===== src/rtl/ecc_inject_pkg.sv =====
package ecc_inject_pkg;
  localparam int REG_CTL = 0;
  localparam int REG_DLY = 1;
  localparam int REG_MSK = 2;
  localparam int CTL_BANK_LSB = 8;

  typedef struct packed {
    logic cmp;
    logic ede;
    logic pst;
    logic en;
  } ctl_flags_t;
endpackage


===== src/rtl/ecc_inject_regs.sv =====
module ecc_inject_regs
  import ecc_inject_pkg::*;
#(
  parameter int DATA_W    = 64,
  parameter int ADDR_W    = 7,
  parameter int NUM_BANKS = 8,
  parameter int DLY_W     = 32
) (
  input  logic                 clk_i,
  input  logic                 rst_ni,
  input  logic                 req_i,
  input  logic                 we_i,
  input  logic [ADDR_W-1:0]    addr_i,
  input  logic [DATA_W-1:0]    wdata_i,
  output logic [DATA_W-1:0]    rdata_o,
  input  logic                 success_i,
  output ctl_flags_t           flags_o,
  output logic [NUM_BANKS-1:0] bank_o,
  output logic [DATA_W-1:0]    mask_o,
  output logic [DLY_W-1:0]     reload_o,
  output logic                 ctl_wr_o,
  output logic                 dly_wr_o,
  output logic [DLY_W-1:0]     dly_val_o
);
  localparam int IDX_W = ADDR_W - 3;
  localparam int CTL_W = CTL_BANK_LSB + NUM_BANKS;

  logic [IDX_W-1:0] idx;
  logic             wr_en, msk_wr;
  logic [CTL_W-1:0] ctl_rd;
  logic             unused_addr_lsb;

  assign idx             = addr_i[ADDR_W-1:3];
  assign unused_addr_lsb = ^addr_i[2:0];
  assign wr_en           = req_i & we_i;
  assign ctl_wr_o        = wr_en && (idx == IDX_W'(REG_CTL));
  assign dly_wr_o        = wr_en && (idx == IDX_W'(REG_DLY));
  assign msk_wr          = wr_en && (idx == IDX_W'(REG_MSK));
  assign dly_val_o       = wdata_i[DLY_W-1:0];

  always_ff @(posedge clk_i or negedge rst_ni) begin
    if (!rst_ni) begin
      flags_o  <= '0;
      bank_o   <= '0;
      mask_o   <= '0;
      reload_o <= '0;
    end else begin
      if (ctl_wr_o) begin
        flags_o <= ctl_flags_t'(wdata_i[3:0]);
        bank_o  <= wdata_i[CTL_BANK_LSB +: NUM_BANKS];
      end else if (success_i && !flags_o.pst) begin
        flags_o.en <= 1'b0;   // one-shot self clear
      end
      if (dly_wr_o) reload_o <= dly_val_o;
      if (msk_wr)   mask_o   <= wdata_i;
    end
  end

  assign ctl_rd = {bank_o, 4'b0000, flags_o};

  always_comb begin
    rdata_o = '0;
    if (idx == IDX_W'(REG_CTL))      rdata_o = DATA_W'(ctl_rd);
    else if (idx == IDX_W'(REG_DLY)) rdata_o = DATA_W'(reload_o);
    else if (idx == IDX_W'(REG_MSK)) rdata_o = mask_o;
  end
endmodule


===== src/rtl/ecc_inject_seq.sv =====
module ecc_inject_seq
  import ecc_inject_pkg::*;
#(
  parameter int DLY_W = 32
) (
  input  logic             clk_i,
  input  logic             rst_ni,
  input  ctl_flags_t       flags_i,
  input  logic             dly_wr_i,
  input  logic [DLY_W-1:0] dly_val_i,
  input  logic [DLY_W-1:0] reload_i,
  input  logic             acc_done_i,
  output logic             inj_valid_o,
  output logic             success_o,
  output logic [DLY_W-1:0] cnt_o
);
  logic cnt_zero;

  assign cnt_zero    = (cnt_o == '0);
  assign inj_valid_o = flags_i.en & (~flags_i.ede | cnt_zero);
  assign success_o   = inj_valid_o & acc_done_i;

  always_ff @(posedge clk_i or negedge rst_ni) begin
    if (!rst_ni) begin
      cnt_o <= '0;
    end else if (dly_wr_i) begin
      cnt_o <= dly_val_i;
    end else if (success_o && flags_i.pst) begin
      cnt_o <= reload_i;
    end else if (flags_i.en && flags_i.ede && !cnt_zero) begin
      cnt_o <= cnt_o - 1'b1;
    end
  end
endmodule


===== src/rtl/ecc_inject_shape.sv =====
module ecc_inject_shape #(
  parameter int MASK_W = 64,
  parameter int TAG_W  = 24
) (
  input  logic              data_sel_i,
  input  logic [MASK_W-1:0] mask_i,
  output logic [MASK_W-1:0] mask_o
);
  for (genvar i = 0; i < MASK_W; i++) begin : g_bit
    if (i < TAG_W) begin : g_tag
      assign mask_o[i] = mask_i[i];
    end else begin : g_data
      assign mask_o[i] = mask_i[i] & data_sel_i;
    end
  end
endmodule


===== src/rtl/ecc_inject_ctrl.sv =====
module ecc_inject_ctrl
  import ecc_inject_pkg::*;
#(
  parameter int DATA_W    = 64,
  parameter int ADDR_W    = 7,
  parameter int NUM_BANKS = 8,
  parameter int DLY_W     = 32,
  parameter int TAG_W     = 24
) (
  input  logic                 clk_i,
  input  logic                 rst_ni,
  input  logic                 reg_req_i,
  input  logic                 reg_we_i,
  input  logic [ADDR_W-1:0]    reg_addr_i,
  input  logic [DATA_W-1:0]    reg_wdata_i,
  output logic [DATA_W-1:0]    reg_rdata_o,
  input  logic                 acc_done_i,
  output logic                 inj_valid_o,
  output logic                 inj_data_sel_o,
  output logic [NUM_BANKS-1:0] inj_bank_o,
  output logic [DATA_W-1:0]    inj_mask_o
);
  ctl_flags_t       flags;
  logic [DATA_W-1:0] mask_q;
  logic [DLY_W-1:0]  reload, dly_val, cnt;
  logic              ctl_wr, dly_wr, success;

  ecc_inject_regs #(
    .DATA_W(DATA_W), .ADDR_W(ADDR_W), .NUM_BANKS(NUM_BANKS), .DLY_W(DLY_W)
  ) u_regs (
    .clk_i, .rst_ni,
    .req_i(reg_req_i), .we_i(reg_we_i), .addr_i(reg_addr_i),
    .wdata_i(reg_wdata_i), .rdata_o(reg_rdata_o),
    .success_i(success), .flags_o(flags), .bank_o(inj_bank_o),
    .mask_o(mask_q), .reload_o(reload), .ctl_wr_o(ctl_wr),
    .dly_wr_o(dly_wr), .dly_val_o(dly_val)
  );

  ecc_inject_seq #(.DLY_W(DLY_W)) u_seq (
    .clk_i, .rst_ni,
    .flags_i(flags), .dly_wr_i(dly_wr), .dly_val_i(dly_val),
    .reload_i(reload), .acc_done_i(acc_done_i),
    .inj_valid_o(inj_valid_o), .success_o(success), .cnt_o(cnt)
  );

  assign inj_data_sel_o = flags.cmp;

  ecc_inject_shape #(.MASK_W(DATA_W), .TAG_W(TAG_W)) u_shape (
    .data_sel_i(flags.cmp), .mask_i(mask_q), .mask_o(inj_mask_o)
  );
endmodule


===== config.mk =====
export PLATFORM = sky130hd
export DESIGN_NAME = ecc_inject_ctrl
export DESIGN_NICKNAME = d
export VERILOG_FILES = /design/src/rtl/ecc_inject_pkg.sv /design/src/rtl/ecc_inject_regs.sv /design/src/rtl/ecc_inject_seq.sv /design/src/rtl/ecc_inject_shape.sv /design/src/rtl/ecc_inject_ctrl.sv
export SDC_FILE = /design/constraint.sdc
export NUM_CORES = 1
export LEC_CHECK = 0
export ABC_AREA = 1
export BUFFER_PORTS_ARGS = -buffer_cell sky130_fd_sc_hd__buf_4
export CAP_MARGIN = 10
export CORE_AREA = 2 2 136 152
export CTS_CLUSTER_DIAMETER = 100
export DETAILED_ROUTE_END_ITERATION = 10
export DIE_AREA = 0 0 138 154
export GPL_ROUTABILITY_DRIVEN = 0
export PLACE_DENSITY = 0.69
export SLEW_MARGIN = 20
export SYNTH_ARGS = -nofsm -noshare
export SYNTH_HDL_FRONTEND = slang
export SYNTH_SLANG_ARGS = --single-unit

===== constraint.sdc =====
create_clock -name clk_i -period 1.6 [get_ports clk_i]
set_input_delay 0.24 -clock clk_i [delete_from_list [all_inputs] [get_ports clk_i]]
set_output_delay 0.24 -clock clk_i [all_outputs]
set_load 0.02 [all_outputs]

==> Yosys cells after proc, flatten, opt, wreduce, memory -nomap -nowiden <==
Index checks and enable logic that the tools add are counted.
{ "word_totals": {"register_bits": 140, "inputBits": 76, "out_inout_bits": 138, "elab_cells": 77} }
{ "classes": {"add_sub_neg": 1, "n_eq_ne": 2, "n_mux": 8, "bitwise": 45, "n_reduce_logical": 13} }
{ "ops": {"columns": ["cell", "count"], "rows": [
  ["64-bit two-way mux", 3],
  ["32-bit two-way mux", 3],
  ["1-bit bitwise AND", 43],
  ["32-bit zero test", 1],
  ["32-bit by 1-bit subtractor with 32-bit output, second input constant", 1],
  ["1-bit logical AND", 7],
  ["4-bit by 1-bit equality test with 1-bit output, second input constant", 1],
  ["4-bit by 2-bit equality test with 1-bit output, second input constant", 1],
  ["4-bit zero test", 1],
  ["3-bit nonzero test", 1],
  ["1-bit zero test", 2],
  ["1-bit two-way mux", 2],
  ["2-bit nonzero test", 1],
  ["1-bit NOT", 1],
  ["1-bit bitwise OR", 1]
]} }

==> Longest topological paths before layout <==
{ "depth": {"word_depth": 7, "ltp_mapped": 13, "depth_no_buf": 12} }

==> Modules after synthesis <==
From an unflattened synthesis, not the netlist that was laid out.
{ "hier_totals": {"cells_unflattened": 1320, "area_unflattened_um2": 9241.4} }
{ "modules_own_cells": {"columns": ["module", "instances", "cells_per_inst", "area_per_inst_um2", "seq_area_each_um2"], "rows": [
  ["ecc_inject_regs", 1, 716, 5569.1, 2702.6],
  ["ecc_inject_seq", 1, 496, 3146.8, 800.8],
  ["ecc_inject_shape", 1, 108, 525.5, 0.0]
]} }

==> Worst setup path after synthesis <==
No wires, ideal clock.
{ "synth_timing": {"path_type": "register to register", "startpoint": "reg u_seq.cnt_o[0]", "endpoint": "reg u_seq.cnt_o[4]", "arrival_ns": 1.620, "required_ns": 1.478, "path_slack_ns": -0.142, "stages_incl_launch_ff": 12, "n_path_buf": 0, "period_less_slack_ns": 1.742, "path_cell_list": "dfrtp_1 inv_1 ha_1 nand2_1 nor2_1 nand2_1 nor2_1 nor2_1 nor2_2 nand4_1 nand3_1 a21oi_1"} }
{ "synth_via": {"elab_chain_len": 7, "word_cells_on_any_way": 12} }
{ "synth_rtl": {"columns": ["item", "line", "rtl"], "rows": [
  ["from (decl)", "ecc_inject_seq.sv:15", "output logic [DLY_W-1:0] cnt_o"],
  ["from (signal assigned)", "ecc_inject_seq.sv:27", "cnt_o <= dly_val_i;"],
  ["from (signal assigned)", "ecc_inject_seq.sv:29", "cnt_o <= reload_i;"],
  ["from (signal assigned)", "ecc_inject_seq.sv:31", "cnt_o <= cnt_o - 1'b1;"],
  ["32-bit zero test *", "ecc_inject_seq.sv:19", "assign cnt_zero = (cnt_o == '0);"],
  ["1-bit bitwise OR *", "ecc_inject_seq.sv:20", "assign inj_valid_o = flags_i.en & (~flags_i.ede | cnt_zero);"],
  ["1-bit bitwise AND *", "ecc_inject_seq.sv:20", null],
  ["net inj_valid_o", "ecc_inject_ctrl.sv:18", "output logic inj_valid_o,"],
  ["1-bit bitwise AND *", "ecc_inject_seq.sv:21", "assign success_o = inj_valid_o & acc_done_i;"],
  ["1-bit logical AND *", "ecc_inject_seq.sv:28", "end else if (success_o && flags_i.pst) begin"],
  ["32-bit two-way mux", "ecc_inject_seq.sv:28", null],
  ["32-bit two-way mux", "ecc_inject_seq.sv:26", "end else if (dly_wr_i) begin"]
]} }
Mark *: on every way through the listed nets, which the timed path passes. The rest lies on a longest branch. The select of a mux whose other input is x is not followed.
A chain may end at the register's enable or synchronous reset.

==> Worst setup path after layout <==
{ "layout_timing": {"startpoint": "reg u_seq.cnt_o[23]", "endpoint": "reg u_seq.cnt_o[14]"} }
{ "layout_via": {"elab_chain_len": 7, "word_cells_on_any_way": 10} }
{ "layout_rtl": {"columns": ["item", "line"], "rows": [
  ["32-bit zero test *", "ecc_inject_seq.sv:19"],
  ["1-bit bitwise OR", "ecc_inject_seq.sv:20"],
  ["1-bit bitwise AND", "ecc_inject_seq.sv:20"],
  ["1-bit bitwise AND", "ecc_inject_seq.sv:21"],
  ["1-bit logical AND", "ecc_inject_seq.sv:28"],
  ["32-bit two-way mux", "ecc_inject_seq.sv:28"],
  ["32-bit two-way mux", "ecc_inject_seq.sv:26"]
]} }
Mark *: on every way between the ends. The rest lies on a longest branch, timed or not.

==> impl_results.md <==
* Fin area at 13600 µm²
* Reg2reg end: u_seq.cnt_o[14]$_DFFE_PN0P_
* CTS tree: built
* First-pass GRT wire length at 43600 µm
* Area of the multi-input gates at 4590 µm²
* CP endpoint kind: flop
* Starting Density at 39.6%
* Most frequent cells in the layout: buf_4 (237), nand2_1 (148), dfrtp_1 (139), buf_6 (108), inv_1 (103)
* Slew Limit Fails at 0
* Outcome: finished with violations
* Leak at 7.05 nW
* Reg2reg setup slack at -0.52 ns
* Final hold slack at 0.0495 ns
* Rows at 54
* Crit path max fanout at 8
* Setup ws final at -0.515 ns
* Power Density at 1360 nW/µm²
* Layout Cells excl Fill at 1647
* Worst-path clk slew at 0.07 ns
* Syn-to-layout area delta at 74.9%
* Register bit total from synthesis at 140
* Unrepaired setup endpoints after global routing: true
* Skew final at 0.00607 ns
* Via count at 8555
* Setup crit end: u_seq.cnt_o[14]$_DFFE_PN0P_
* CP required at slightly below 2 ns
* Syn_nets at 1122
* Crit path time final at about 2.1 ns
* Most common cell after layout, fill and taps aside: buf_4
* Actual slew at the worst max-slew pin at 0.442 ns
* WL/cell at 18.3 µm
* Max_cap viols at 0
* Worst min-delay path category: in2reg
* Fmax achieved at roughly 0.47 GHz
* Fillers at around 1400
* Clock Sinks at 140
* DR vias/cell at approximately 5.2
* Clock Latency Late Sink at 0.43 ns
* Synth top area cells: dfrtp_1 (45%), nand2_1 (13%), nor2_1 (7.4%)
* Routed Antenna Nets at 0
* All-Layer GR Usage at 25.7%
* Post-Syn Instances at 1044
* DRT Wirelength at roughly 30000 µm
* Crit Reg-Reg Startpoint: u_seq.cnt_o[23]$_DFFE_PN0P_
* CTS root buf: clkbuf_16
* Ant diodes at 0
* Antenna violations before repair at 0
* Max clock buf depth at 2
* Number of synthesized flops with an enable pin at 0
* CTS Buf Count at 17
* Detailed Routing Iterations Pass 1 at 6
* Inst Count DP at about 1500
* WS Path Type: reg2reg
* Remaining DRCs at 0
* Die area at ~21000 µm²
* Iteration-0 DRC Markers at 613
* Syn Area/Cell at 7.44 µm²
* Largest net degree at the start of global routing at slightly below 50
* Register area share after synthesis at 45.1%
* Warnings from Yosys at 0
* Worst VDD drop at 974 µV
* Share of flip-flops with an asynchronous set or reset at 100%
* Ys flop type: dfrtp_1
* # H-tree levels at 4
* Fin. Hold Viols at 0
* HPWL Detailed at 17000 µm
* Final net count at 1460
* Total grt overflow at 0
* Failing checks: negative setup slack
* Pwr Total at 18.4 mW
* Die H at 154 µm
* Worst Setup SP: u_seq.cnt_o[23]$_DFFE_PN0P_
* Reg2Reg Depth at 13
* Worst Path Arrival at approximately 2.5 ns
* CP startpoint kind: flop
* Post-synth cell types at 32
* Final period util at 132%
* Slew margin rel. at approximately 70%
* Seq. cell area at 3500 µm²
* Top cell type's share of synthesized area at 45.1%
* Area after DPL at 10200 µm²
* Die W at between 100 and 150 µm
* Fraction of layout cells with a size suffix above 1 at ~53%
* Yosys top cell by area: dfrtp_1
* Vias in the first global route at 8401
* Core ar. at ~20000 µm²
* PortBufs at 210
* I/O pin count at roughly 210
* Final setup viols at 159
* Mapped Area at ~7800 µm²
-- registers in the layout, summed over array words and instances, names as in the netlist --
register and cells:
u_seq.cnt_o 32, u_regs.bank_o 8, u_regs.flags_o 4, u_regs.reload_o 32
u_regs.mask_o 64
-- cells in the mapped netlist, types with 2 or more instances --
library cell / count
o211ai_1: 27
nor2_2: 7
clkbuf_1: 28
buf_2: 13
buf_4: 27
nand3_1: 24
o21ai_0: 73
nor2_4: 2
buf_6: 5
xor2_1: 10
dfrtp_1: 140
mux2_2: 20
xnor2_1: 13
a21oi_1: 61
inv_1: 141
nand2_1: 267
nor2_1: 153
o21ai_1: 8
o221ai_1: 3
nand4_1: 9
ha_1: 2
-- cell type report --
class	count	share of cell area (%)
Tap cell	252	2.32
Sequential cell	140	25.8
Clock buffer	22	3.42
Clock inverter	10	1.20
Multi-Input combinational cell	688	33.8
Inverter	143	4.09
Timing Repair Buffer	392	29.4
-- logic make-up after synthesis --
kind of cell | share of synthesized area [%]
compound gates | 12.3
xor+xnor | 2.59
fa+ha+maj | 0.322
buf+inv | 12.4
flops | 45.1
mux | 3.04
simple gates | 24.2
-- power breakdown --
| group | switching, mW | total (mW) | internal, mW |
|---|---|---|---|
| clock network | 1.56 | 4.26 | 2.69 |
| logic | 4.64 | 8.85 | 4.21 |
| registers | 0.811 | 5.32 | 4.51 |
-- timing repair --
| item | 4_1_cts | 5_1_grt |
|---|---|---|
| buffers inserted | 68 | 21 |
| hold endpoints to repair | 31 | 0 |
| resized for setup | 283 | 291 |
| cloned | 17 | 7 |
| pin swaps | 33 | 74 |
| endpoints found under the setup margin | 99 | 186 |
| hold buffers | 1 | 0 |
-- metrics by stage --
step	utilization (%)	TNS, ns	setup slack (ns)
6_report	69.3	-35.34	-0.515
5_1_grt	69.3	-43.91	-0.620
4_1_cts	64.2	-34.96	-0.457
3_5_place_dp	52.0	-25.04	-0.321
3_3_place_gp	52.0	-18.36	-0.314
2_1_floorplan	-	-0.961	-0.0376
-- worst max-delay path, stage by stage (launching register included) --
cell,delay [ns]
dfrtp_1,0.42
nor2_4,0.16
nand2_2,0.09
nor2_4,0.14
nand2_4,0.08
buf_6,0.12
o21ai_2,0.14
nand4_1,0.17
buf_6,0.22
nand2_8,0.09
buf_12,0.14
buf_4,0.12
nor2_2,0.03
a21oi_2,0.10
-- how the worst min path moves through the flow --
stage	startpoint	depth (start not counted)	slack [ns]	to
2_1_floorplan	rst_ni	0	-0.06	u_regs.bank_o[0]$_DFFE_PN0P_
3_3_place_gp	rst_ni	1	0.17	u_regs.mask_o[25]$_DFFE_PN0P_
3_5_place_dp	rst_ni	1	0.17	u_regs.mask_o[25]$_DFFE_PN0P_
4_1_cts	reg_wdata_i[19]	2	0.05	u_regs.mask_o[19]$_DFFE_PN0P_
5_1_grt	reg_wdata_i[20]	2	0.04	u_regs.mask_o[20]$_DFFE_PN0P_
6_report	reg_wdata_i[58]	3	0.05	u_regs.mask_o[58]$_DFFE_PN0P_
-- per-layer routing --
layer	wire length, µm	GRT usage (%)	vias to the layer above
li1	-	-	3935
met1	12000	31.7	4194
met2	15400	43.4	330
met3	1600	4.92	96
met4	1170	12.7	0
met5	0	0	-
(Power assumes the default switching activity.)
